File: src/rtl/hit_stamp_pkg.sv
package hit_stamp_pkg;
  // Strobes from the control to the datapath
  typedef struct packed {
    logic clear;   // wipe all slots
    logic wrEn;    // store bunch number in slot wrIdx
    logic rdEn;    // present slot rdIdx on the output
  } ctrlStrobes_t;
endpackage

File: src/rtl/hit_stamp_ctrl.sv
module hit_stamp_ctrl
  import hit_stamp_pkg::*;
#(
  parameter int SLOTS = 4,
  localparam int CNT_W = $clog2(SLOTS + 1),
  localparam int IDX_W = (SLOTS > 1) ? $clog2(SLOTS) : 1
) (
  input  logic             clk,
  input  logic             rstN,
  input  logic             trainActive,
  input  logic             trainStart,
  input  logic             bunchStrobe,
  input  logic             hitIn,
  input  logic             readAck,
  output ctrlStrobes_t     strobes,
  output logic [IDX_W-1:0] wrIdx,
  output logic [IDX_W-1:0] rdIdx,
  output logic             nonEmpty,
  output logic             overflow
);
  localparam logic [CNT_W-1:0] FULL_CNT = CNT_W'(SLOTS);

  logic             strobePrev;
  logic [CNT_W-1:0] fillCnt;
  logic [CNT_W-1:0] readPtr;
  logic             ovfFlag;
  logic             strobeRise;
  logic             captureReq;
  logic             isFull;

  always_comb begin
    strobeRise    = bunchStrobe && !strobePrev;
    captureReq    = strobeRise && trainActive && hitIn;
    isFull        = (fillCnt == FULL_CNT);
    nonEmpty      = !trainActive && (readPtr != fillCnt);
    strobes.clear = trainStart;
    strobes.wrEn  = captureReq && !isFull && !trainStart;
    strobes.rdEn  = readAck && nonEmpty && !trainStart;
    wrIdx         = fillCnt[IDX_W-1:0];
    rdIdx         = readPtr[IDX_W-1:0];
    overflow      = ovfFlag;
  end

  always_ff @(posedge clk) begin
    if (!rstN) begin
      strobePrev <= 1'b0;
      fillCnt    <= '0;
      readPtr    <= '0;
      ovfFlag    <= 1'b0;
    end else begin
      strobePrev <= bunchStrobe;
      if (trainStart) begin
        fillCnt <= '0;
        readPtr <= '0;
        ovfFlag <= 1'b0;
      end else begin
        if (strobes.wrEn) fillCnt <= fillCnt + 1'b1;
        if (captureReq && isFull) ovfFlag <= 1'b1;
        if (strobes.rdEn) readPtr <= readPtr + 1'b1;
      end
    end
  end
endmodule

File: src/rtl/hit_stamp_dp.sv
module hit_stamp_dp
  import hit_stamp_pkg::*;
#(
  parameter int SLOTS   = 4,
  parameter int STAMP_W = 14,
  localparam int IDX_W  = (SLOTS > 1) ? $clog2(SLOTS) : 1
) (
  input  logic               clk,
  input  logic               rstN,
  input  ctrlStrobes_t       strobes,
  input  logic [IDX_W-1:0]   wrIdx,
  input  logic [IDX_W-1:0]   rdIdx,
  input  logic [STAMP_W-1:0] bunchCount,
  output logic [STAMP_W-1:0] stampOut,
  output logic               stampValid
);
  logic [STAMP_W-1:0] slotMem [SLOTS];

  for (genvar s = 0; s < SLOTS; s++) begin : g_slot
    always_ff @(posedge clk) begin
      if (!rstN || strobes.clear) slotMem[s] <= '0;
      else if (strobes.wrEn && (wrIdx == IDX_W'(s))) slotMem[s] <= bunchCount;
    end
  end

  always_ff @(posedge clk) begin
    if (!rstN) begin
      stampOut   <= '0;
      stampValid <= 1'b0;
    end else begin
      stampValid <= strobes.rdEn;
      if (strobes.rdEn) stampOut <= slotMem[rdIdx];
    end
  end
endmodule

File: src/rtl/hit_stamp_buffer.sv
module hit_stamp_buffer
  import hit_stamp_pkg::*;
#(
  parameter int SLOTS   = 4,
  parameter int STAMP_W = 14
) (
  input  logic               clk,
  input  logic               rstN,
  input  logic               trainActive,
  input  logic               trainStart,
  input  logic               bunchStrobe,
  input  logic [STAMP_W-1:0] bunchCount,
  input  logic               hitIn,
  input  logic               readAck,
  output logic               nonEmpty,
  output logic               overflow,
  output logic [STAMP_W-1:0] stampOut,
  output logic               stampValid
);
  localparam int IDX_W = (SLOTS > 1) ? $clog2(SLOTS) : 1;

  ctrlStrobes_t     strobes;
  logic [IDX_W-1:0] wrIdx;
  logic [IDX_W-1:0] rdIdx;

  hit_stamp_ctrl #(.SLOTS(SLOTS)) u_ctrl (
    .clk(clk), .rstN(rstN), .trainActive(trainActive), .trainStart(trainStart),
    .bunchStrobe(bunchStrobe), .hitIn(hitIn), .readAck(readAck),
    .strobes(strobes), .wrIdx(wrIdx), .rdIdx(rdIdx),
    .nonEmpty(nonEmpty), .overflow(overflow)
  );

  hit_stamp_dp #(.SLOTS(SLOTS), .STAMP_W(STAMP_W)) u_dp (
    .clk(clk), .rstN(rstN), .strobes(strobes), .wrIdx(wrIdx), .rdIdx(rdIdx),
    .bunchCount(bunchCount), .stampOut(stampOut), .stampValid(stampValid)
  );
endmodule

File: config.mk
export PLATFORM = sky130hd
export DESIGN_NAME = hit_stamp_buffer
export DESIGN_NICKNAME = d
export VERILOG_FILES = /design/src/rtl/hit_stamp_pkg.sv /design/src/rtl/hit_stamp_ctrl.sv /design/src/rtl/hit_stamp_dp.sv /design/src/rtl/hit_stamp_buffer.sv
export SDC_FILE = /design/constraint.sdc
export NUM_CORES = 1
export LEC_CHECK = 0
export ABC_AREA = 1
export BUFFER_PORTS_ARGS = -buffer_cell sky130_fd_sc_hd__buf_4
export CAP_MARGIN = 5
export CORE_MARGIN = 2
export CORE_UTILIZATION = 52
export DETAILED_ROUTE_END_ITERATION = 10
export PLACE_DENSITY = 0.8
export SETUP_SLACK_MARGIN = 0.1
export SLEW_MARGIN = 20
export SYNTH_ARGS = -nofsm -noshare
export SYNTH_HDL_FRONTEND = slang
export SYNTH_SLANG_ARGS = --single-unit
File: constraint.sdc
create_clock -name clk -period 1.8 [get_ports clk]
set_input_delay 0.09 -clock clk [delete_from_list [all_inputs] [get_ports clk]]
set_output_delay 0.09 -clock clk [all_outputs]
set_load 0.03 [all_outputs]
[Word level (Yosys, flattened, before mapping)]
Memories as Yosys holds them, arrays and structs flattened. A register that Yosys moved wholly into a read port is not among the register bits.
Index checks and enable logic that the tools add are counted.
Word-level totals
  flip-flop bits (word level): 9
  memory bits (writable): 56
  input bits: 21
  output and inout port bits: 17
  word-level logic and storage cells: 58
  memories kept: 1
Memories
  u_dp.slotMem: words 4, bits a word 14, rd ports 1, clocked after memory_dff 1, wr ports 4, RTL line hit_stamp_dp.sv:17  | logic [STAMP_W-1:0] slotMem [SLOTS];
Operators by class
  add/sub/neg operators: 2
  equal/unequal tests: 5
  multiplexer cells: 18
  bitwise gates (word level): 5
  reduce and logical (&&, ||, !) cells: 22
Operators by type and width (count)
  two-way mux 14 bit: 4
  two-way mux 1 bit: 14
  logical AND 1 bit: 13
  adder 3 x 1 -> 3 bit (second input constant): 2
  zero test 1 bit: 6
  == test 2 bit (second input constant): 2
  OR 1 bit: 4
  == test 3 bit (second input constant): 1
  != test 3 bit: 1
  == test 2 x 1 -> 1 bit (second input constant): 1
  zero test 2 bit: 1
  OR reduction 2 bit: 1
  logical OR 1 bit: 1
  inverter 1 bit: 1

[Depth between registers and ports, before layout]
Gate-level depths: netlist of run 1.
  depth after elaboration: 11
  mapped depth: 9
  gate-level depth less buffers: 8

[Hierarchy]
A second synthesis of run 1 with hierarchy kept.
Second synthesis, totals
  cell total of the unflattened synthesis: 379
  area total of the unflattened synthesis: 3587.2 um2
Modules (own cells, without submodules)
  hit_stamp_dp: times used 1, cells each 303, area each 3072.9 um2, seq. area each 1981.9 um2
  hit_stamp_ctrl: times used 1, cells each 76, area each 514.2 um2, seq. area each 160.2 um2

[Worst setup path after synthesis of run 1]
OpenSTA, ideal clock, no wires.
  kind: register to register
  start point: register u_ctrl.fillCnt[0]
  end point: memory u_dp.slotMem[3][0] (enable)
  setup time: 0.373 ns
  arrival time: 1.527 ns
  required time: 1.427 ns
  path slack: -0.100 ns
  stages on the path, launching flop included: 8
  path buffers: 0
  clock period less this slack: 1.900 ns
  path through: dfxtp_1 -> inv_1 -> ha_1 -> nand2_1 -> nand2_2 -> nor2_8 -> nand2_1 -> nand3_1
RTL lines
  from (decl): RTL line hit_stamp_ctrl.sv:24  | logic [CNT_W-1:0] fillCnt;
  from (signal assigned): RTL line hit_stamp_ctrl.sv:57  | if (strobes.wrEn) fillCnt <= fillCnt + 1'b1;
  to (decl): RTL line hit_stamp_dp.sv:17

==> summary.md, run 1 <==
| Metric | Value |
|---|---|
| Htree depth | `3` |
| Critical Path, Cell by Cell | `inv_1 -> ha_1 -> nand2_1 -> nand2_2 -> nor2_8 -> buf_4 -> nand3_4 -> nor2_1` |
| Starting Density | `0.534` |
| Pwr Total | `3.77 mW` |
| Post-DP HPWL | `5090 um` |
| Core ar. | `6720 um^2` |
| Synth Register Bits | `79` |
| Fmax | `0.625 GHz` |
| Final Util | `0.634` |
| Die height | `87.1 um` |
| R2R Setup Slk | `0.20 ns` |
| FF-to-FF Start | `u_ctrl.fillCnt[0]` |
| Max cap viols | `0` |
| I/O Buffers | `37` |
| Critical path class | `register to register` |
| CP startpoint kind | `register` |
| DP Area | `3980 um^2` |
| Layout cells sized above 1 | `0.203` |
| Placer's final routability congestion estimate | `0.879` |
| Post-detailed-route DRC marker count | `0` |
| Max stage delay cell, worst path | `dfxtp_1` |
| Worst slew pin tran | `0.350 ns` |
| Vias in the first global route | `2,493` |
| Tot GR Track Use | `0.211` |
| HP Start | `trainStart` |
| CP max FO | `14` |
| Via density | `5.28` |
| Final WL | `7450 um` |
| Top Family by Delay on Critical Path | `simple AND/OR/NAND/NOR gates` |
| Worst EP arrival | `1.81 ns` |
| Clock Latency Late Sink | `0.35 ns` |
| Post-Syn Instances | `383` |
| P_leak | `1.97 nW` |
| RSZ-0062 raised after global routing | `yes` |
| Non-filler cells, final | `513` |
| Worst R2R End | `u_dp.slotMem[2][4]` |
| Layout fillers | `532` |
| Maximum vdd drop | `427 uV` |
| Worst hold path endpoint | `u_ctrl.readPtr[1]` |
| Via Count | `2,708` |
| Fin worst setup slack | `0.199 ns` |
| Clk sinks | `79` |
| Min cycle time layout | `1.60 ns` |
| Crit end category | `register` |
| TritonRoute pass-1 iters | `5` |
| Clock buffer depth | `2` |
| First-pass GRT wire length | `12,000 um` |
| Tcrit/Tclk final | `0.889` |
| Setup TNS | `0 ns` |
| Area Overhead vs Synth | `18.7%` |
| Final Skew | `0.0105 ns` |
| Hold Path Class | `input pin to register` |
| CTS tree | `done` |
| Final hold vios | `0` |
| GRT Residual Overflow | `0` |
| Final setup fails | `0` |
| Worst Path Buf+Inv | `2` |
| Synth Net Count | `409` |
| Antenna diode count | `0` |
| PwrDens | `886 nW/um^2` |
| Hold depth | `4` |
| Mapped Area | `3590 um^2` |
| Wire per inst | `14.5 um` |
| Synth Area per Inst | `9.37 um^2` |
| DP Worst Slack | `0.125 ns` |
| Root Buffer | `clkbuf_8` |
| Cell variety after synth | `26` |
| Leading cell type in the layout, fill and taps excluded | `nor2_1` |
| Placed cells | `493` |
| Row count | `30` |
| Reg2Reg Depth | `8` |
| CTS clock-pin slew for the worst setup and hold paths | `0.08 ns` |
| Final layout net count | `454` |
| Worst Path Required | `2.01 ns` |
| Most frequent cells in the layout | `nor2_1, edfxtp_1, nand2_1, buf_4, inv_1` |
| Fin area | `4260 um^2` |
| Status | `completed` |
| Initial antenna violation count | `0` |
| Register area share after synthesis | `0.597` |
| Num CTS Buffers | `9` |
| Die Wd | `87.1 um` |
| Yosys warns | `0` |
| Initial DRC Count | `317` |
| Die ar. | `7580 um^2` |
| Largest net degree at the start of global routing | `32` |
| Crit-path max cell delay | `0.33 ns` |
| I/O pin count | `38` |
| Pins Over Slew Limit | `0` |
| Antenna viol nets, final | `0` |
| Final hold slack | `0.0741 ns` |
| Slew HR | `0.764` |
-- cell usage after synthesis (all sizes together) --
library cell | count | area [um^2]
nand2 | 53 | 201
xnor2 | 1 | 8.76
nand3 | 9 | 100
a21oi | 3 | 15.0
o22ai | 14 | 87.6
dfxtp | 23 | 460
buf | 13 | 88.8
a31oi | 1 | 6.26
nor3 | 1 | 16.3
nor2 | 121 | 495
o21ai | 30 | 150
ha | 5 | 62.6
edfxtp | 56 | 1680
inv | 44 | 165
xor2 | 1 | 8.76
and3 | 1 | 6.26
nand4 | 3 | 18.8
clkbuf | 4 | 15.0
-- kinds of logic after synthesis --
logic type,after synthesis,share of synthesized area
fa+ha+maj,5,0.0174
xor+xnor,2,0.00488
simple gates,188,0.234
buf+inv,61,0.0750
flops,79,0.597
compound gates,48,0.0722
-- worst max path at each step --
| stage | start | endpoint | slack (ns) | cells after the start |
|---|---|---|---|---|
| global placement | u_ctrl.fillCnt[0] | u_dp.slotMem[2][6] | 0.17 | 7 |
| CTS | u_ctrl.fillCnt[0] | u_dp.slotMem[2][12] | 0.11 | 7 |
| floorplan | u_ctrl.fillCnt[0] | u_dp.slotMem[1][0] | 0.07 | 7 |
| global route | u_ctrl.fillCnt[0] | u_dp.slotMem[3][10] | 0.05 | 8 |
| detailed placement | u_ctrl.fillCnt[0] | u_dp.slotMem[2][5] | 0.13 | 7 |
| finish | u_ctrl.fillCnt[0] | u_dp.slotMem[2][4] | 0.20 | 8 |
-- sequential cells by signal (all words and copies together) (netlist names) --
signal,count
u_dp.slotMem,56
u_dp.stampOut,14
u_ctrl.fillCnt,3
u_ctrl.readPtr,3
u_ctrl.overflow,1
u_ctrl.strobePrev,1
u_dp.stampValid,1
-- what timing repair did --
action                     in CTS  in global routing
setup endpoints to repair       0                 82
gates resized for setup         0                  3
hold buffers                    2                  0
hold endpoints to repair        2                  0
setup buffers                   0                  2
-- tightest hold or removal path: stages --
cell	delay [ns]
buf_4	0.13
nor2_1	0.07
nand2_1	0.06
nor2_1	0.03
-- layout make-up --
| type | count | area, um^2 | share of cell area |
|---|---|---|---|
| Sequential cell | 79 | 2140 | 0.503 |
| Multi-Input combinational cell | 243 | 1210 | 0.285 |
| Tap cell | 80 | 100 | 0.0235 |
| Inverter | 44 | 165 | 0.0388 |
| Timing Repair Buffer | 51 | 400 | 0.0940 |
| Clock buffer | 10 | 128 | 0.0300 |
| Clock inverter | 6 | 108 | 0.0253 |
-- where the power goes --
| group | internal [mW] | switching, mW | total (mW) |
|---|---|---|---|
| sequential | 2.00 | 0.0197 | 2.02 |
| combinational | 0.0707 | 0.129 | 0.200 |
| clock | 0.920 | 0.637 | 1.56 |
| total | 2.99 | 0.786 | 3.77 |
-- routing by layer --
| metal | GRT usage | part of all wire |
|---|---|---|
| met5 | 0 | 0 |
| met4 | 0.0952 | 0.017 |
| met3 | 0.0531 | 0.089 |
| met2 | 0.303 | 0.44 |
| met1 | 0.304 | 0.45 |
Power figures use the tool's default switching activity.
==> inputs of run 2 (changes only) <==
- CORE_UTILIZATION: 52 -> 55
- CTS_BUF_LIST: not set -> sky130_fd_sc_hd__clkbuf_8
- PLACE_DENSITY: 0.8 -> 0.83
- SLEW_MARGIN: 20 -> not set
==> run 2 against run 1 <==
Compared with the run above: global-route usage grew 2.5 points; clock skew shrank 0.0030 ns; combinational power grew 14%; hold slack lost 0.061 ns; critical endpoint is now u_dp.slotMem[1][3]; largest power group unchanged.
==> summary.md, run 2 (synthesis results as in run 1) <==
| Metric | Value |
|---|---|
| Pins Over Slew Limit | `0` |
| CTS tree | `done` |
| Layout fillers | `484` |
| Final layout net count | `459` |
| R2R Setup Slk | `0.20 ns` |
| Crit end category | `register` |
| Num CTS Buffers | `9` |
| GRT Residual Overflow | `0` |
| Wire per inst | `17.2 um` |
| Fin area | `4330 um^2` |
| FF-to-FF Start | `u_ctrl.fillCnt[1]` |
| Fmax | `0.627 GHz` |
| Flip-flop count of the largest register after layout | `56` |
| Clk sinks | `79` |
| CTS clock-pin slew for the worst setup and hold paths | `0.08 ns` |
| Placer's final routability congestion estimate | `0.853` |
| Worst hold path endpoint | `u_dp.stampValid` |
| DP Worst Slack | `0.0357 ns` |
| Reg2Reg Depth | `8` |
| Vias in the first global route | `2,542` |
| Post-DP HPWL | `5460 um` |
| CP startpoint kind | `register` |
| P_leak | `1.96 nW` |
| Hold depth | `3` |
| TritonRoute pass-1 iters | `7` |
| Worst R2R End | `u_dp.slotMem[1][3]` |
| Tot GR Track Use | `0.236` |
| I/O Buffers | `37` |
| Starting Density | `0.568` |
| Largest net degree at the start of global routing | `32` |
| Final Skew | `0.00748 ns` |
| Worst EP arrival | `1.78 ns` |
| Htree depth | `3` |
| Final WL | `8840 um` |
| Fin worst setup slack | `0.204 ns` |
| CP max FO | `7` |
| First-pass GRT wire length | `12,800 um` |
| Die ar. | `7190 um^2` |
| Antenna diode count | `0` |
| Largest Register | `u_dp.slotMem` |
| Post-CTS Setup Inserts | `0` |
| Final setup fails | `0` |
| PwrDens | `803 nW/um^2` |
| Via density | `5.57` |
| Min cycle time layout | `1.60 ns` |
| HP Start | `rstN` |
| Leading registers by flop count | `u_dp.slotMem x56, u_dp.stampOut x14` |
| Maximum vdd drop | `647 uV` |
| Initial DRC Count | `471` |
| Max cap viols | `0` |
| Via Count | `2,871` |
| Most frequent cells in the layout | `nor2_1, edfxtp_1, buf_4, nand2_1, inv_1` |
| Worst Path Required | `1.99 ns` |
| Hold Path Class | `input pin to register` |
| Layout cells sized above 1 | `0.242` |
| Area Overhead vs Synth | `20.7%` |
| Status | `completed` |
| Slew HR | `0.734` |
| Post-detailed-route DRC marker count | `0` |
| Row count | `29` |
| Worst slew pin tran | `0.399 ns` |
| Die height | `84.8 um` |
| Initial antenna violation count | `0` |
| Setup TNS | `0 ns` |
| Clock Latency Late Sink | `0.35 ns` |
| Antenna viol nets, final | `0` |
| DP Area | `3980 um^2` |
| I/O pin count | `38` |
| Critical path class | `register to register` |
| RSZ-0062 raised after global routing | `no` |
| Core ar. | `6310 um^2` |
| Tcrit/Tclk final | `0.887` |
| Final hold vios | `0` |
| Leading cell type in the layout, fill and taps excluded | `nor2_1` |
| Root Buffer | `clkbuf_8` |
| Clock buffer depth | `2` |
| Die Wd | `84.8 um` |
## run 2: changes by cell type in the layout (fill, tap and decap cells not counted), sizes merged
cell         delta
clkinv          +3
nand2           +3
nand3           +3
bufinv          -2
buf             -1
clkbuf          -1
dlygate4sd3     -1
nor2            +1
## run 2: stage by stage
step | hold slack [ns] | util | total power [mW] | instances
3_5_place_dp | 0.291 | 0.630 | 2.25 | 491
6_report | 0.0128 | 0.686 | 3.48 | 515
2_1_floorplan | 0.188 | - | 2.16 | 383
5_1_grt | 0.0175 | 0.686 | 3.58 | 515
3_3_place_gp | 0.283 | 0.630 | 2.24 | 491
4_1_cts | 0.00524 | 0.664 | 3.46 | 509
## run 2: critical path, cell delays in order (launching register included)
cell and delay, ns:
dfxtp_4 0.37, inv_1 0.07, ha_2 0.18, nand2_2 0.08
nand2_4 0.09, nor2_8 0.19, buf_8 0.15, nand3_4 0.12
nor2_1 0.18
## run 2: repair_timing
item	CTS	global route
endpoints found under the hold margin	1	0
gates cloned	1	6
pin swaps	0	6
hold buffers	1	0
endpoints found under the setup margin	38	86
resized for setup	3	25
## run 2: final cells by class
type	count	area, um^2	area share
sequential	79	2150	0.496
clock inverter	7	55.1	0.0127
tap	77	96.3	0.0222
inverter	44	165	0.0381
clock buffer	9	124	0.0286
multi-input combinational	250	1350	0.312
timing repair buffer	49	390	0.0901
## run 2: power breakdown
| group | total, mW | switching (mW) | internal (mW) |
|---|---|---|---|
| Sequential | 2.02 | 0.0218 | 2.00 |
| Combinational | 0.228 | 0.154 | 0.0734 |
| Clock | 1.23 | 0.614 | 0.617 |
## run 2: per-layer routing
layer	track usage	wire, um
met4	0.0952	171
met3	0.0551	856
met5	0	0
met2	0.340	4160
met1	0.347	3660
## run 2: how the worst max path moves through the flow
stage | from | end | slack (ns)
2_1_floorplan | u_ctrl.fillCnt[0] | u_dp.slotMem[1][0] | 0.07
3_3_place_gp | u_ctrl.fillCnt[1] | u_dp.slotMem[2][13] | 0.13
3_5_place_dp | u_ctrl.fillCnt[1] | u_dp.slotMem[2][12] | 0.04
4_1_cts | u_ctrl.fillCnt[1] | u_dp.slotMem[0][5] | 0.08
5_1_grt | u_ctrl.fillCnt[1] | u_dp.slotMem[0][7] | 0.12
6_report | u_ctrl.fillCnt[1] | u_dp.slotMem[1][3] | 0.20
==> inputs of run 3 (changes only) <==
--- a/config.mk
+++ b/config.mk
@@ -8,5 +8,6 @@
 export ABC_AREA = 1
 export BUFFER_PORTS_ARGS = -buffer_cell sky130_fd_sc_hd__buf_4
-export CAP_MARGIN = 5
+export CAP_MARGIN = 15
+export CORE_ASPECT_RATIO = 1.5
 export CORE_MARGIN = 2
 export CORE_UTILIZATION = 55
==> constraint.sdc (replaced) <==
create_clock -name clk -period 1.8 [get_ports clk]
set_input_delay 0.36 -clock clk [delete_from_list [all_inputs] [get_ports clk]]
set_output_delay 0.36 -clock clk [all_outputs]
set_load 0.03 [all_outputs]
==> run 3 against run 2 <==
Compared with the run above: count of clock-buffer cells in the layout is 2 higher; sequential share of layout area is 0.22 points higher; die area is 0.18% higher; sequential cell count stayed put; first-iteration DRC count is 68% lower; design area hardly changed; critical path depth stayed put; clock skew is 0.0032 ns higher; clock power is 9% higher; non-clock buffer count is 2 higher.
==> summary.md, run 3 (synthesis results as in run 1) <==
| Metric | Value |
|---|---|
| Via density | `5.43` |
| Wire per inst | `15.7 um` |
| PwrDens | `822 nW/um^2` |
| Maximum vdd drop | `496 uV` |
| Final hold vios | `0` |
| FF+latch area | `2150 um^2` |
| Setup TNS | `0 ns` |
| Slew HR | `0.716` |
| Starting Density | `0.561` |
| Most frequent cells in the layout | `nor2_1, edfxtp_1, buf_4, nand2_1, inv_1` |
| Reg2Reg Depth | `8` |
| Vias in the first global route | `2,544` |
| Num CTS Buffers | `9` |
| I/O pin count | `38` |
| Critical path class | `register to register` |
| Hold Path Class | `input pin to register` |
| FF-to-FF Start | `u_ctrl.fillCnt[1]` |
| DP Worst Slack | `0.0504 ns` |
| Die ar. | `7200 um^2` |
| Fmax | `0.604 GHz` |
| Pwr Total | `3.56 mW` |
| Pins Over Slew Limit | `0` |
| Max cap viols | `0` |
| Die height | `103 um` |
| Flip-flop count of the largest register after layout | `56` |
| Worst R2R End | `u_dp.slotMem[3][12]` |
| Leading cell type in the layout, fill and taps excluded | `nor2_1` |
| Htree depth | `3` |
| Final setup fails | `0` |
| Layout cells sized above 1 | `0.233` |
| Hold depth | `3` |
| CTS tree | `done` |
| RSZ-0062 raised after global routing | `no` |
| Worst Path Required | `2.00 ns` |
| Worst hold path endpoint | `u_ctrl.strobePrev` |
| Antenna diode count | `0` |
| Crit end category | `register` |
| Hold_buf cts | `0` |
| First-pass GRT wire length | `11,500 um` |
| Area Overhead vs Synth | `20.6%` |
| Placed cells | `490` |
| Post-DP HPWL | `4910 um` |
| Tot GR Track Use | `0.213` |
| DP Area | `3990 um^2` |
| Clock buffer depth | `2` |
| Row count | `36` |
| Final Skew | `0.0107 ns` |
| CP max FO | `8` |
| Multi-input combinational cell area | `1290 um^2` |
| Root Buffer | `clkbuf_8` |
| Tcrit/Tclk final | `0.919` |
| Clk sinks | `79` |
| Clock Latency Late Sink | `0.36 ns` |
| Leading registers by flop count | `u_dp.slotMem x56, u_dp.stampOut x14` |
| R2R Setup Slk | `0.14 ns` |
| P_leak | `1.97 nW` |
| Post-detailed-route DRC marker count | `0` |
| TritonRoute pass-1 iters | `5` |
| Core ar. | `6400 um^2` |
| Final layout net count | `458` |
| Initial DRC Count | `152` |
| Initial antenna violation count | `0` |
| CP startpoint kind | `register` |
| Status | `completed` |
| Placer's final routability congestion estimate | `0.910` |
| GRT Residual Overflow | `0` |
| Largest net degree at the start of global routing | `32` |
| Non-filler cells, final | `513` |
| Fin worst setup slack | `0.145 ns` |
| Largest Register | `u_dp.slotMem` |
| Worst EP arrival | `1.85 ns` |
| Via Count | `2,785` |
| Min cycle time layout | `1.66 ns` |
| Die Wd | `70.0 um` |
| HP Start | `bunchStrobe` |
| I/O Buffers | `37` |
| Fin area | `4330 um^2` |
| Worst slew pin tran | `0.426 ns` |
| Final WL | `8030 um` |
| Antenna viol nets, final | `0` |
| CTS clock-pin slew for the worst setup and hold paths | `0.08 ns` |
| Layout fillers | `478` |
==> run 3: cell count changes in the layout (fill, tap and decap cells not counted), moves of 3 or more <==
| cell | before | now |
|---|---|---|
| nand2_4 | 7 | 2 |
| clkinv_1 | 3 | 0 |
| nor2_2 | 16 | 10 |
| nor2_1 | 103 | 110 |
==> run 3: worst max-delay path by stage <==
stage	startpoint	endpoint	slack [ns]
2_1_floorplan	u_ctrl.fillCnt[0]	u_dp.slotMem[1][0]	0.07
3_3_place_gp	u_ctrl.fillCnt[1]	u_dp.slotMem[1][5]	0.17
3_5_place_dp	u_ctrl.fillCnt[1]	u_dp.slotMem[3][12]	0.05
4_1_cts	u_ctrl.fillCnt[1]	u_dp.slotMem[1][6]	0.04
5_1_grt	u_ctrl.fillCnt[1]	u_dp.slotMem[3][12]	0.1
6_report	u_ctrl.fillCnt[1]	u_dp.slotMem[3][12]	0.14
==> run 3: metrics by stage <==
stage | util | hold slack, ns
after floorplan | - | 0.458
after global placement | 0.624 | 0.454
after detailed placement | 0.624 | 0.458
after CTS | 0.658 | 0.193
after global routing | 0.676 | 0.201
final | 0.676 | 0.202
==> run 3: worst max-delay path, cell delays in order, from the launching register on <==
cell	delay (ns)
dfxtp_4	0.36
inv_1	0.07
ha_1	0.20
nand2_1	0.08
nand2_2	0.10
nor2_8	0.14
buf_8	0.19
nand3_4	0.16
nor2_1	0.19
==> run 3: layout make-up <==
type / instances / share of cell area
Sequential cell: 79 / 0.498
Multi-Input combinational cell: 247 / 0.298
Timing Repair Buffer: 51 / 0.0960
Inverter: 44 / 0.0382
Clock buffer: 11 / 0.0350
Tap cell: 76 / 0.0220
Clock inverter: 5 / 0.0133
==> run 3: where the power goes <==
group / internal [mW] / total, mW / switching, mW
clock network: 0.713 / 1.34 / 0.624
logic: 0.0731 / 0.209 / 0.136
registers: 1.99 / 2.01 / 0.0192
total: 2.78 / 3.56 / 0.779
==> run 3: metal layers <==
metal,GRT usage,wire (um),vias up
li1,-,-,1345
met1,0.230,2920,1285
met2,0.357,4170,128
met3,0.0587,607,27
met4,0.166,336,0
met5,0,0,-
==> run 3: what timing repair did <==
| item | 4_1_cts | 5_1_grt |
|---|---|---|
| setup endpoints to repair | 18 | 101 |
| pin swaps | 0 | 2 |
| gates cloned | 0 | 4 |
| resized for setup | 3 | 15 |
| buffers inserted | 0 | 3 |
| hold endpoints to repair | 0 | 0 |
